--- config.mk ---
export PLATFORM = sky130hd
export DESIGN_NAME = flash_sector_seq
export DESIGN_NICKNAME = d
export VERILOG_FILES = /design/src/rtl/fss_pkg.sv /design/src/rtl/fss_cell_array.sv /design/src/rtl/fss_sequencer.sv /design/src/rtl/fss_status.sv /design/src/rtl/flash_sector_seq.sv
export SDC_FILE = /design/constraint.sdc
export NUM_CORES = 2
export LEC_CHECK = 0
export CAP_MARGIN = 20
export CORE_MARGIN = 4
export CORE_UTILIZATION = 58
export DETAILED_ROUTE_END_ITERATION = 8
export DONT_BUFFER_PORTS = 1
export PLACE_DENSITY = 0.76
export SYNTH_ARGS = -nofsm -noshare
export SYNTH_HDL_FRONTEND = slang
export SYNTH_HIERARCHICAL = 1
export SYNTH_SLANG_ARGS = --single-unit
--- constraint.sdc ---
create_clock -name clk -period 3.8 [get_ports clk]
set_input_delay 0.76 -clock clk [delete_from_list [all_inputs] [get_ports clk]]
set_output_delay 0.76 -clock clk [all_outputs]
set_load 0.01 [all_outputs]
--- src/rtl/fss_pkg.sv ---
// Shared command and state encodings for the sector erase/program sequencer.
package fss_pkg;

    typedef enum logic [2:0] {
        CMD_NONE   = 3'd0,
        CMD_PROG   = 3'd1,
        CMD_MARK   = 3'd2,
        CMD_START  = 3'd3,
        CMD_CHIP   = 3'd4,
        CMD_SUSP   = 3'd5,
        CMD_RESUME = 3'd6,
        CMD_RSVD   = 3'd7
    } cmd_e;

    typedef enum logic [2:0] {
        ST_IDLE,
        ST_PROG,
        ST_PVFY,
        ST_ERASE,
        ST_EVFY,
        ST_SUSP
    } seq_st_e;

endpackage

--- src/rtl/fss_cell_array.sv ---
// Flop-based cell array. Program ANDs the new byte into one cell (bits only
// clear); sector clear sets every cell of one sector to all ones in one cycle.
// Assumes the sequencer never requests program and clear together.
module fss_cell_array #(
    parameter int SECT_BITS = 3,
    parameter int OFS_BITS  = 4,
    parameter int DATA_W    = 8,
    localparam int SECTORS  = 1 << SECT_BITS,
    localparam int DEPTH    = 1 << OFS_BITS,
    localparam int IDX_W    = SECT_BITS + OFS_BITS
) (
    input  logic                 clk,
    input  logic                 rst_n,
    input  logic                 pgm_en,
    input  logic [IDX_W-1:0]     pgm_idx,
    input  logic [DATA_W-1:0]    pgm_data,
    input  logic                 clr_en,
    input  logic [SECT_BITS-1:0] clr_sec,
    input  logic [IDX_W-1:0]     rd_idx,
    output logic [DATA_W-1:0]    rd_data
);

    logic [DATA_W-1:0]  cells [SECTORS][DEPTH];
    logic [SECTORS-1:0] clr_hit;

    // Per-sector clear decode.
    for (genvar gs = 0; gs < SECTORS; gs++) begin : g_clr
        assign clr_hit[gs] = clr_en && (clr_sec == SECT_BITS'(gs));
    end

    // Cell update: reset to erased, sector clear, or bit-clearing program.
    always_ff @(posedge clk) begin
        for (int s = 0; s < SECTORS; s++) begin
            for (int o = 0; o < DEPTH; o++) begin
                if (!rst_n) begin
                    cells[s][o] <= '1;
                end else if (clr_hit[s]) begin
                    cells[s][o] <= '1;
                end else if (pgm_en && pgm_idx == IDX_W'(s * DEPTH + o)) begin
                    cells[s][o] <= cells[s][o] & pgm_data;
                end
            end
        end
    end

    // Asynchronous read port.
    assign rd_data = cells[rd_idx[IDX_W-1:OFS_BITS]][rd_idx[OFS_BITS-1:0]];

    // the sequencer must not program and clear in the same cycle.
    a_r3_single_op: assert property (@(posedge clk) disable iff (!rst_n)
        !(pgm_en && clr_en));

endmodule

--- src/rtl/fss_sequencer.sv ---
// Operation sequencer. Accepts host commands, times program and erase with
// separate counters (so a program inside a suspended erase keeps the erase
// count), walks the erase queue from the lowest sector up and applies locks.
// Assumes at most one command per write strobe.
module fss_sequencer
    import fss_pkg::*;
#(
    parameter int SECT_BITS = 3,
    parameter int OFS_BITS  = 4,
    parameter int DATA_W    = 8,
    parameter int PROG_CYC  = 4,
    parameter int ERASE_CYC = 20,
    localparam int SECTORS  = 1 << SECT_BITS,
    localparam int IDX_W    = SECT_BITS + OFS_BITS,
    localparam int PCNT_W   = $clog2(PROG_CYC + 1),
    localparam int ECNT_W   = $clog2(ERASE_CYC + 1)
) (
    input  logic                 clk,
    input  logic                 rst_n,
    input  logic                 wr_stb,
    input  cmd_e                 cmd,
    input  logic [SECT_BITS-1:0] wr_sec,
    input  logic [IDX_W-1:0]     wr_idx,
    input  logic [DATA_W-1:0]    wr_data,
    input  logic [SECTORS-1:0]   lock,
    output logic                 pgm_en,
    output logic [IDX_W-1:0]     pgm_idx,
    output logic [DATA_W-1:0]    pgm_data,
    output logic                 clr_en,
    output logic [SECT_BITS-1:0] clr_sec,
    output logic                 busy,
    output logic                 prog_phase,
    output logic                 suspended,
    output logic [SECTORS-1:0]   eset
);

    localparam logic [PCNT_W-1:0] PROG_LAST  = PCNT_W'(PROG_CYC - 1);
    localparam logic [ECNT_W-1:0] ERASE_LAST = ECNT_W'(ERASE_CYC - 1);

    seq_st_e              state;
    logic [PCNT_W-1:0]    pcnt;
    logic [ECNT_W-1:0]    ecnt;
    logic                 back_susp;
    logic [SECT_BITS-1:0] cur_sec;
    logic                 susp_req;
    logic [SECTORS-1:0]   rest;

    // Lowest queued sector is the one being erased.
    always_comb begin
        cur_sec = '0;
        for (int s = SECTORS - 1; s >= 0; s--) begin
            if (eset[s]) cur_sec = SECT_BITS'(s);
        end
    end

    // Queue with the current sector removed.
    assign rest     = eset & ~(SECTORS'(1) << cur_sec);
    assign susp_req = wr_stb && (cmd == CMD_SUSP);

    // Main operation state machine.
    always_ff @(posedge clk) begin
        if (!rst_n) begin
            state     <= ST_IDLE;
            pcnt      <= '0;
            ecnt      <= '0;
            eset      <= '0;
            pgm_idx   <= '0;
            pgm_data  <= '0;
            back_susp <= 1'b0;
        end else begin
            case (state)
                ST_IDLE: if (wr_stb) begin
                    case (cmd)
                        CMD_PROG: if (!lock[wr_sec]) begin
                            state     <= ST_PROG;
                            pcnt      <= PROG_LAST;
                            pgm_idx   <= wr_idx;
                            pgm_data  <= wr_data;
                            back_susp <= 1'b0;
                        end
                        CMD_MARK: if (!lock[wr_sec]) eset[wr_sec] <= 1'b1;
                        CMD_START: if (eset != '0) begin
                            state <= ST_ERASE;
                            ecnt  <= ERASE_LAST;
                        end
                        CMD_CHIP: if (~lock != '0) begin
                            eset  <= ~lock;
                            state <= ST_ERASE;
                            ecnt  <= ERASE_LAST;
                        end
                        default: ;
                    endcase
                end
                ST_PROG: begin
                    if (pcnt == '0) state <= ST_PVFY;
                    else            pcnt  <= pcnt - 1'b1;
                end
                ST_PVFY: begin
                    state     <= back_susp ? ST_SUSP : ST_IDLE;
                    back_susp <= 1'b0;
                end
                ST_ERASE: begin
                    if (susp_req)          state <= ST_SUSP;
                    else if (ecnt == '0)   state <= ST_EVFY;
                    else                   ecnt  <= ecnt - 1'b1;
                end
                ST_EVFY: begin
                    eset[cur_sec] <= 1'b0;
                    if (rest == '0) begin
                        state <= ST_IDLE;
                    end else begin
                        state <= ST_ERASE;
                        ecnt  <= ERASE_LAST;
                    end
                end
                ST_SUSP: if (wr_stb) begin
                    if (cmd == CMD_RESUME) begin
                        state <= ST_ERASE;
                    end else if (cmd == CMD_PROG && !lock[wr_sec] && !eset[wr_sec]) begin
                        state     <= ST_PROG;
                        pcnt      <= PROG_LAST;
                        pgm_idx   <= wr_idx;
                        pgm_data  <= wr_data;
                        back_susp <= 1'b1;
                    end
                end
                default: state <= ST_IDLE;
            endcase
        end
    end

    // Array strobes and phase flags for the read path.
    assign pgm_en     = (state == ST_PROG) && (pcnt == '0);
    assign clr_en     = (state == ST_ERASE) && (ecnt == '0) && !susp_req && !lock[cur_sec];
    assign clr_sec    = cur_sec;
    assign prog_phase = (state == ST_PROG) || (state == ST_PVFY);
    assign busy       = prog_phase || (state == ST_ERASE) || (state == ST_EVFY);
    assign suspended  = (state == ST_SUSP);

    // a program aimed at a locked sector leaves the sequencer idle.
    a_r5_lock_blocks_prog: assert property (@(posedge clk) disable iff (!rst_n)
        (state == ST_IDLE && wr_stb && cmd == CMD_PROG && lock[wr_sec]) |=> (state == ST_IDLE));

    // the erase queue only grows while idle.
    a_r6_queue_no_growth: assert property (@(posedge clk) disable iff (!rst_n)
        (state != ST_IDLE) |=> ((eset & ~$past(eset)) == '0));

    // a program into a queued sector during suspend is refused.
    a_r10_no_prog_queued: assert property (@(posedge clk) disable iff (!rst_n)
        (state == ST_SUSP && wr_stb && cmd == CMD_PROG && eset[wr_sec]) |=> (state == ST_SUSP));

    // without a command, a suspended erase keeps its progress.
    a_r11_frozen: assert property (@(posedge clk) disable iff (!rst_n)
        (state == ST_SUSP && !wr_stb) |=> (state == ST_SUSP && $stable(ecnt) && $stable(eset)));

endmodule

--- src/rtl/fss_status.sv ---
// Read path. Registers either array data or a status byte on each read
// strobe and keeps the two toggle flops that status reads alternate.
// Assumes DATA_W is at least 8 (status bits sit at fixed positions).
module fss_status #(
    parameter int DATA_W = 8
) (
    input  logic              clk,
    input  logic              rst_n,
    input  logic              rd_stb,
    input  logic              busy,
    input  logic              prog_phase,
    input  logic              suspended,
    input  logic              sel_hit,
    input  logic              prog_d7,
    input  logic [DATA_W-1:0] cell_data,
    output logic [DATA_W-1:0] rdata
);

    localparam int POLL_BIT = 7;
    localparam int TOG_BIT  = 6;
    localparam int SEL_BIT  = 2;

    logic              tog_any;
    logic              tog_sel;
    logic              show_status;
    logic [DATA_W-1:0] stat;

    // Status byte for the current read.
    always_comb begin
        stat = '0;
        if (busy) begin
            stat[POLL_BIT] = prog_phase ? ~prog_d7 : 1'b0;
            stat[TOG_BIT]  = tog_any;
            stat[SEL_BIT]  = sel_hit & tog_sel;
        end else begin
            stat[POLL_BIT] = 1'b1;
            stat[SEL_BIT]  = tog_sel;
        end
    end

    assign show_status = busy || (suspended && sel_hit);

    // Output register and toggle flops, updated only on read strobes.
    always_ff @(posedge clk) begin
        if (!rst_n) begin
            rdata   <= '0;
            tog_any <= 1'b0;
            tog_sel <= 1'b0;
        end else if (rd_stb) begin
            rdata <= show_status ? stat : cell_data;
            if (busy)                  tog_any <= ~tog_any;
            if (show_status && sel_hit) tog_sel <= ~tog_sel;
        end
    end

    // status reads during an operation leave the unused bits at zero.
    a_r4_status_quiet: assert property (@(posedge clk) disable iff (!rst_n)
        (rd_stb && busy) |=> (rdata[5:3] == '0 && rdata[1:0] == '0));

    // a read of a queued sector while suspended shows the suspended pattern.
    a_r9_susp_pattern: assert property (@(posedge clk) disable iff (!rst_n)
        (rd_stb && !busy && suspended && sel_hit) |=> (rdata[POLL_BIT] && !rdata[TOG_BIT]));

endmodule

--- src/rtl/flash_sector_seq.sv ---
// Top of the sector erase/program sequencer: decodes the host bus into
// read and write strobes, splits the address into sector and offset, and
// wires the sequencer, cell array and read path together.
// Assumes OFS_BITS + SECT_BITS < ADDR_W (upper offset bits alias).
module flash_sector_seq
    import fss_pkg::*;
#(
    parameter int ADDR_W    = 19,
    parameter int DATA_W    = 8,
    parameter int SECT_BITS = 3,
    parameter int OFS_BITS  = 4,
    parameter int PROG_CYC  = 4,
    parameter int ERASE_CYC = 20,
    localparam int SECTORS  = 1 << SECT_BITS,
    localparam int IDX_W    = SECT_BITS + OFS_BITS
) (
    input  logic               clk,
    input  logic               rst_n,
    input  logic               bus_ce_n,
    input  logic               bus_we_n,
    input  logic               bus_oe_n,
    input  logic [ADDR_W-1:0]  bus_addr,
    input  logic [DATA_W-1:0]  bus_wdata,
    input  logic [2:0]         bus_cmd,
    input  logic [SECTORS-1:0] sect_lock,
    output logic [DATA_W-1:0]  bus_rdata
);

    logic                 rd_stb;
    logic                 wr_stb;
    logic [SECT_BITS-1:0] sec;
    logic [IDX_W-1:0]     idx;
    logic                 addr_unused;
    logic                 pgm_en;
    logic [IDX_W-1:0]     pgm_idx;
    logic [DATA_W-1:0]    pgm_data;
    logic                 clr_en;
    logic [SECT_BITS-1:0] clr_sec;
    logic                 busy;
    logic                 prog_phase;
    logic                 suspended;
    logic [SECTORS-1:0]   eset;
    logic [DATA_W-1:0]    cell_data;

    // Bus decode: a write wins over output enable.
    assign wr_stb      = !bus_ce_n && !bus_we_n;
    assign rd_stb      = !bus_ce_n && !bus_oe_n && bus_we_n;
    assign sec         = bus_addr[ADDR_W-1 -: SECT_BITS];
    assign idx         = {sec, bus_addr[OFS_BITS-1:0]};
    assign addr_unused = ^bus_addr[ADDR_W-SECT_BITS-1:OFS_BITS];

    fss_sequencer #(
        .SECT_BITS (SECT_BITS),
        .OFS_BITS  (OFS_BITS),
        .DATA_W    (DATA_W),
        .PROG_CYC  (PROG_CYC),
        .ERASE_CYC (ERASE_CYC)
    ) u_seq (
        .clk        (clk),
        .rst_n      (rst_n),
        .wr_stb     (wr_stb),
        .cmd        (cmd_e'(bus_cmd)),
        .wr_sec     (sec),
        .wr_idx     (idx),
        .wr_data    (bus_wdata),
        .lock       (sect_lock),
        .pgm_en     (pgm_en),
        .pgm_idx    (pgm_idx),
        .pgm_data   (pgm_data),
        .clr_en     (clr_en),
        .clr_sec    (clr_sec),
        .busy       (busy),
        .prog_phase (prog_phase),
        .suspended  (suspended),
        .eset       (eset)
    );

    fss_cell_array #(
        .SECT_BITS (SECT_BITS),
        .OFS_BITS  (OFS_BITS),
        .DATA_W    (DATA_W)
    ) u_array (
        .clk      (clk),
        .rst_n    (rst_n),
        .pgm_en   (pgm_en),
        .pgm_idx  (pgm_idx),
        .pgm_data (pgm_data),
        .clr_en   (clr_en),
        .clr_sec  (clr_sec),
        .rd_idx   (idx),
        .rd_data  (cell_data)
    );

    fss_status #(
        .DATA_W (DATA_W)
    ) u_status (
        .clk        (clk),
        .rst_n      (rst_n),
        .rd_stb     (rd_stb),
        .busy       (busy),
        .prog_phase (prog_phase),
        .suspended  (suspended),
        .sel_hit    (eset[sec]),
        .prog_d7    (pgm_data[DATA_W-1]),
        .cell_data  (cell_data),
        .rdata      (bus_rdata)
    );

    // nothing but a suspend moves a running erase out of the busy phase early.
    a_r12_busy_hold: assert property (@(posedge clk) disable iff (!rst_n)
        (busy && !prog_phase && !(wr_stb && bus_cmd == 3'd5)) |=> (busy || !suspended));

endmodule

Yosys cells after proc, flatten, opt, wreduce, memory -nomap -nowiden. Memories as Yosys holds them, arrays and structs flattened. Index checks and enable logic that the tools add are counted.

Flip-flop bits (word level): 45. RAM bits: 1024. Input port bits: 43. Logic and storage cells: 1636. Memories: 1.

Add/sub/neg operators: 2. Magnitude comparators: 5. Equality and inequality tests: 165. Shift-type cells: 1. Multiplexer cells: 875. Bitwise gates (word level): 395. Reductions and logical operators: 182.

Memory list: u_array.cells (words 8, bits a word 128, read ports 9, clocked after memory_dff 0, write ports 8, line fss_cell_array.sv:23) `logic [DATA_W-1:0] cells [SECTORS][DEPTH];`.

Operators by type and width (count): $mux 8 (268); $and 8x8->8 (130); $mux 1 (552); $eq 7x7->1 const B (64); $or 1x1->1 (256); $eq 7x6->1 const B (32); $logic_and 1x1->1 (150); $eq 7x5->1 const B (16); $mux 3 (26); $eq 7x4->1 const B (8); $pmux 8 s2 (3); $mux 7 (6); $bmux 8 s4 (1); $mux 5 (6); $eq 7x3->1 const B (4); $eq 3x3->1 const B (9); $not 8->8 (3); $eq 3x2->1 const B (6); $ne 2x2->1 const B (9); $pmux 3 s3 (2); $pmux 3 s6 (1); $reduce_and 8->1 (2); $reduce_bool 8->1 (2); $ne 3x3->1 const B (5); 35 further kinds (64).

Depth between registers and ports, before layout.
Word-level depth: 18. Depth in mapped cells: 12.

Cells and area by module. The synthesis kept the hierarchy.

By module, submodules not included: fss_cell_array (times used 1, cells each 3973, area each 48713.0 µm², sequential area each 30749.5 µm²); fss_sequencer (times used 1, cells each 304, area each 2463.6 µm², sequential area each 700.7 µm²); fss_status (times used 1, cells each 39, area each 396.6 µm², sequential area each 200.2 µm²); flash_sector_seq (times used 1, cells each 5, area each 75.1 µm², sequential area each 0.0 µm²).

Worst setup path after synthesis. OpenSTA, ideal clock, no wires.

Kind: reg2reg. Start point: register u_seq.eset[3]. End point: memory u_array/cells[0][100] (netlist name), enable pin. Library setup time: 0.384 ns. Arrival time: 3.297 ns. Data required time: 3.416 ns. Slack: 0.119 ns. Cell stages (with the launch flop): 13. Path buffers: 3. Clock period less this slack: 3.681 ns. Path through: dfxtp_1 -> clkbuf_1 -> nor2_1 -> a211oi_1 -> and2_1 -> o21bai_1 -> o221ai_1 -> and3_1 -> or4b_2 -> and2_1 -> clkbuf_1 -> buf_1 -> o21ai_0.

RTL lines: from (decl) (line fss_sequencer.sv:34) `output logic [SECTORS-1:0] eset`; from (signal assigned) (line fss_sequencer.sv:87) `eset <= ~lock;`; to (decl) (line fss_cell_array.sv:23).

==> results.md <==
* Outcome: finished, final reports clean
* CP max stage delay at 500 ps
* Syn Area/Cell at 11.95 µm²
* Number of global-route vias before repair at 35756
* Core Rows at 109
* Max cap viols at 0
* Syn Inst Count at 4321
* Synthesized cell area at 0.05165 mm²
* Pwr Density at 429.9 mW/mm²
* Final Hold Fails at 0
* Worst Path Max Fanout at 16
* Routability cong. at 0.9036
* Switching power at 5154 µW
* RSZ-0062 raised after global routing: true
* Hold Crit Class: input pin to register
* Share of the synthesized area in the top cell type at 59.54%
* Synth Net Count at 4368
* Final WS setup at 83.74 ps
* Pins Over Slew Limit at 0
* Area Overhead vs Synth at 11.73%
* DRT iter0 DRCs at 6115
* Slew headroom at 24.87%
* Antenna violations before repair at 6
* Antenna-violating nets left at 0
* Area contributors post-synth: edfxtp_1 (60%), nand2_1 (15%), mux4_2 (15%), dfxtp_1 (1.7%), clkbuf_1 (1.4%)
* Post-synth ARST share at 0%
* Full die area at 0.09389 mm²
* Count of cell types in the netlist at 77
* Yosys top cell by area: edfxtp_1
* CP most frequent cell: buf_4
* CTS Root Cell: clkbuf_16
* Nets at 4453
* GR Overflow Total at 0
* Sequential share of power at 52.0%
* Drt first pass iters at 6
* Placed insts at 5436
* Int Pwr at 19660 µW
* Dpl ws at -306.0 ps
* FF+latch area at 0.03168 mm²
* CP delay by family, top: simple AND/OR/NAND/NOR gates
* Tightest Pin Transition at 1115 ps
* Layout Cells excl Fill at 5662
* #FFs+latches synth at 1069
* CP Class: register to register
* Max Clock Skew at 29.06 ps
* Sink Count at 1069
* EDFF count, synth at 1024
* F_max at 269.1 MHz
* Aggregate global-route resource usage at 30.70%
* Largest net degree at the start of global routing at 273
* Period minus WS final at 3716 ps
* Stages on worst setup path at 12
* Hold depth at 1
* Floorplan core area at 0.08837 mm²
* First-pass GRT wire length at 220.0 mm
* Adder-cell share of the synthesized area at 0.09690%
* TNS Setup at 0 ps
* Largest family of logic cells by synthesized area: simple AND/OR/NAND/NOR gates
* Most used DFF post-synth: edfxtp_1
* Worst hold slack at 207.2 ps
* Final setup vio count at 0
* Compound-Gate Fraction of Synth Area at 3.072%
* Crit path cell chain: nor2_1, a211oi_1, buf_4, and2_1, o21bai_1, o221ai_1, and3_1, nor4bb_2, nand4b_1, buf_4, o21ai_0, buf_4
* XOR/XNOR Fraction of Synth Area at 0.06783%
* Req. time, crit path at 4230 ps
* Count leader, synth: nand2_1
* Die Wd at 306.4 µm
* Share of layout cells above drive strength 1 at 17.90%
* Critical Path AT at 4140 ps
* Starting Density at 58.44%
* Switching Fraction at 20.77%
* Pwr Total at 24810 µW
* Final Cycle Share at 97.80%
* Worst skew pair latency at 690 ps
* H-tree depth at 3
* YS warnings at 6
* Wire per inst at 25.58 µm
* Clock Path Buffers at 3
* Register area share after synthesis at 61.28%
* Clock share of power at 44.4%
* Filler Cell Count at 6204
* I/O pin count at 51
* CTS Buf Count at 105
* CP max-delay cell: dfxtp_1
* Leakage power at 0.01342 µW
* Via count at 36970
* Routed wire length at 144.9 mm
* Multi-input logic area at 0.01903 mm²
* Vias/cell at 6.529
* TritonCTS clock tree: yes
* DRC Markers at 0
* Logic pwr share at 3.6%
* Crit. End Element: register
* Critical path buffers and inverters at 3
* Post-Synth Simple-Gate Area at 17.85%
* Die height at 306.4 µm
* Multiplexer share of the synthesized area at 15.46%
* Worst Setup Start Kind: register
* Reg clk slew, reported paths at 60 ps
* R2R cell count at 12
* Most frequent cells after synthesis: nand2_1 (2051), edfxtp_1 (1024), mux4_2 (337), clkbuf_1 (198), nor2_1 (159)
* Peak supply drop at 434.6 µV
* IO Port Bufs at 0
* Dpl hpwl at 90.67 mm
-- worst paths after layout --
check / slack (ps) / to / startpoint
setup / recovery: 80 / u_array/cells[1][23]$_SDFFCE_PN1P_ / u_seq/eset[5]$_SDFFE_PN0P_
hold / removal: 210 / u_status/tog_any$_SDFFE_PN0P_ / rst_n
setup reg to reg: 80 / u_array/cells[1][23]$_SDFFCE_PN1P_ / u_seq/eset[5]$_SDFFE_PN0P_
hold reg to reg: 510 / u_seq/pcnt[1]$_SDFFE_PN0P_ / u_seq/pcnt[1]$_SDFFE_PN0P_
-- worst register-to-register path: stages (launching register included) --
cell	delay (ps)
dfxtp_1	500
nor2_1	80
a211oi_1	270
buf_4	200
and2_1	120
o21bai_1	80
o221ai_1	200
and3_1	340
nor4bb_2	500
nand4b_1	360
buf_4	390
o21ai_0	190
buf_4	240
-- kinds of logic after synthesis --
group           after synthesis
flops                      1069
compound gates              255
mux                         371
buf+inv                     277
simple gates               2341
fa+ha+maj                     4
xor+xnor                      4
-- cells in the final DEF (no fill, tap or decap), drive strengths merged, types with 6 or more instances in the layout --
master,instances
mux4,339
o21ai,133
clkbuf,132
nor2b,11
nor4,10
nand4,10
and2,12
nand3b,7
a211oi,9
a21o,17
edfxtp,1024
bufinv,17
inv,19
buf,233
mux2,13
nand2b,16
nand2,2051
o311ai,6
clkinvlp,9
clkinv,42
and3,8
dfxtp,45
mux2i,19
nand3,15
o211ai,6
a22o,8
nor3,9
a31oi,11
and3b,7
nor2,159
a21oi,22
-- through the flow --
step / util [%] / area (µm²)
2_1_floorplan: - / 51650
3_3_place_gp: 60.87 / 53800
3_5_place_dp: 60.90 / 53820
4_1_cts: 65.03 / 57470
5_1_grt: 65.30 / 57710
6_report: 65.30 / 57710
-- sequential cells by signal, indices dropped and copies added (netlist names) --
signal            count
u_array/cells      1024
u_seq/back_susp       1
u_seq/ecnt            5
u_seq/eset            8
u_seq/pcnt            3
u_seq/pgm_data        8
u_seq/pgm_idx         7
u_seq/state           3
u_status/rdata        8
u_status/tog_any      1
u_status/tog_sel      1
-- power by group through the flow --
stage / logic (µW) / registers [µW] / clock network (µW)
after floorplan: 720 / 13100 / 0
after global placement: 817 / 13200 / 0
after detailed placement: 838 / 13200 / 0
after CTS: 844 / 12900 / 11100
after global routing: 935 / 12900 / 11600
final: 891 / 12900 / 11000
-- cell type report --
class / instances / area share (%)
Tap cell: 1165 / 2.526
Sequential cell: 1069 / 54.90
Inverter: 16 / 0.1041
Antenna cell: 1 / 0.004336
Clock buffer: 126 / 4.850
Clock inverter: 71 / 1.453
Timing Repair Buffer: 239 / 3.192
Multi-Input combinational cell: 2975 / 32.97
-- metal layers --
layer | track usage, % | wire length (µm)
met3 | 10.21 | 22180
met5 | 0 | 72
met4 | 11.74 | 6167
met2 | 46.41 | 65370
met1 | 41.98 | 51070
-- repair_timing --
item                       CTS  global route
setup buffers                0             0
hold buffers                 0             0
gates resized for setup      1            19
setup endpoints to repair    8           474
Power figures use the tool's default switching activity.
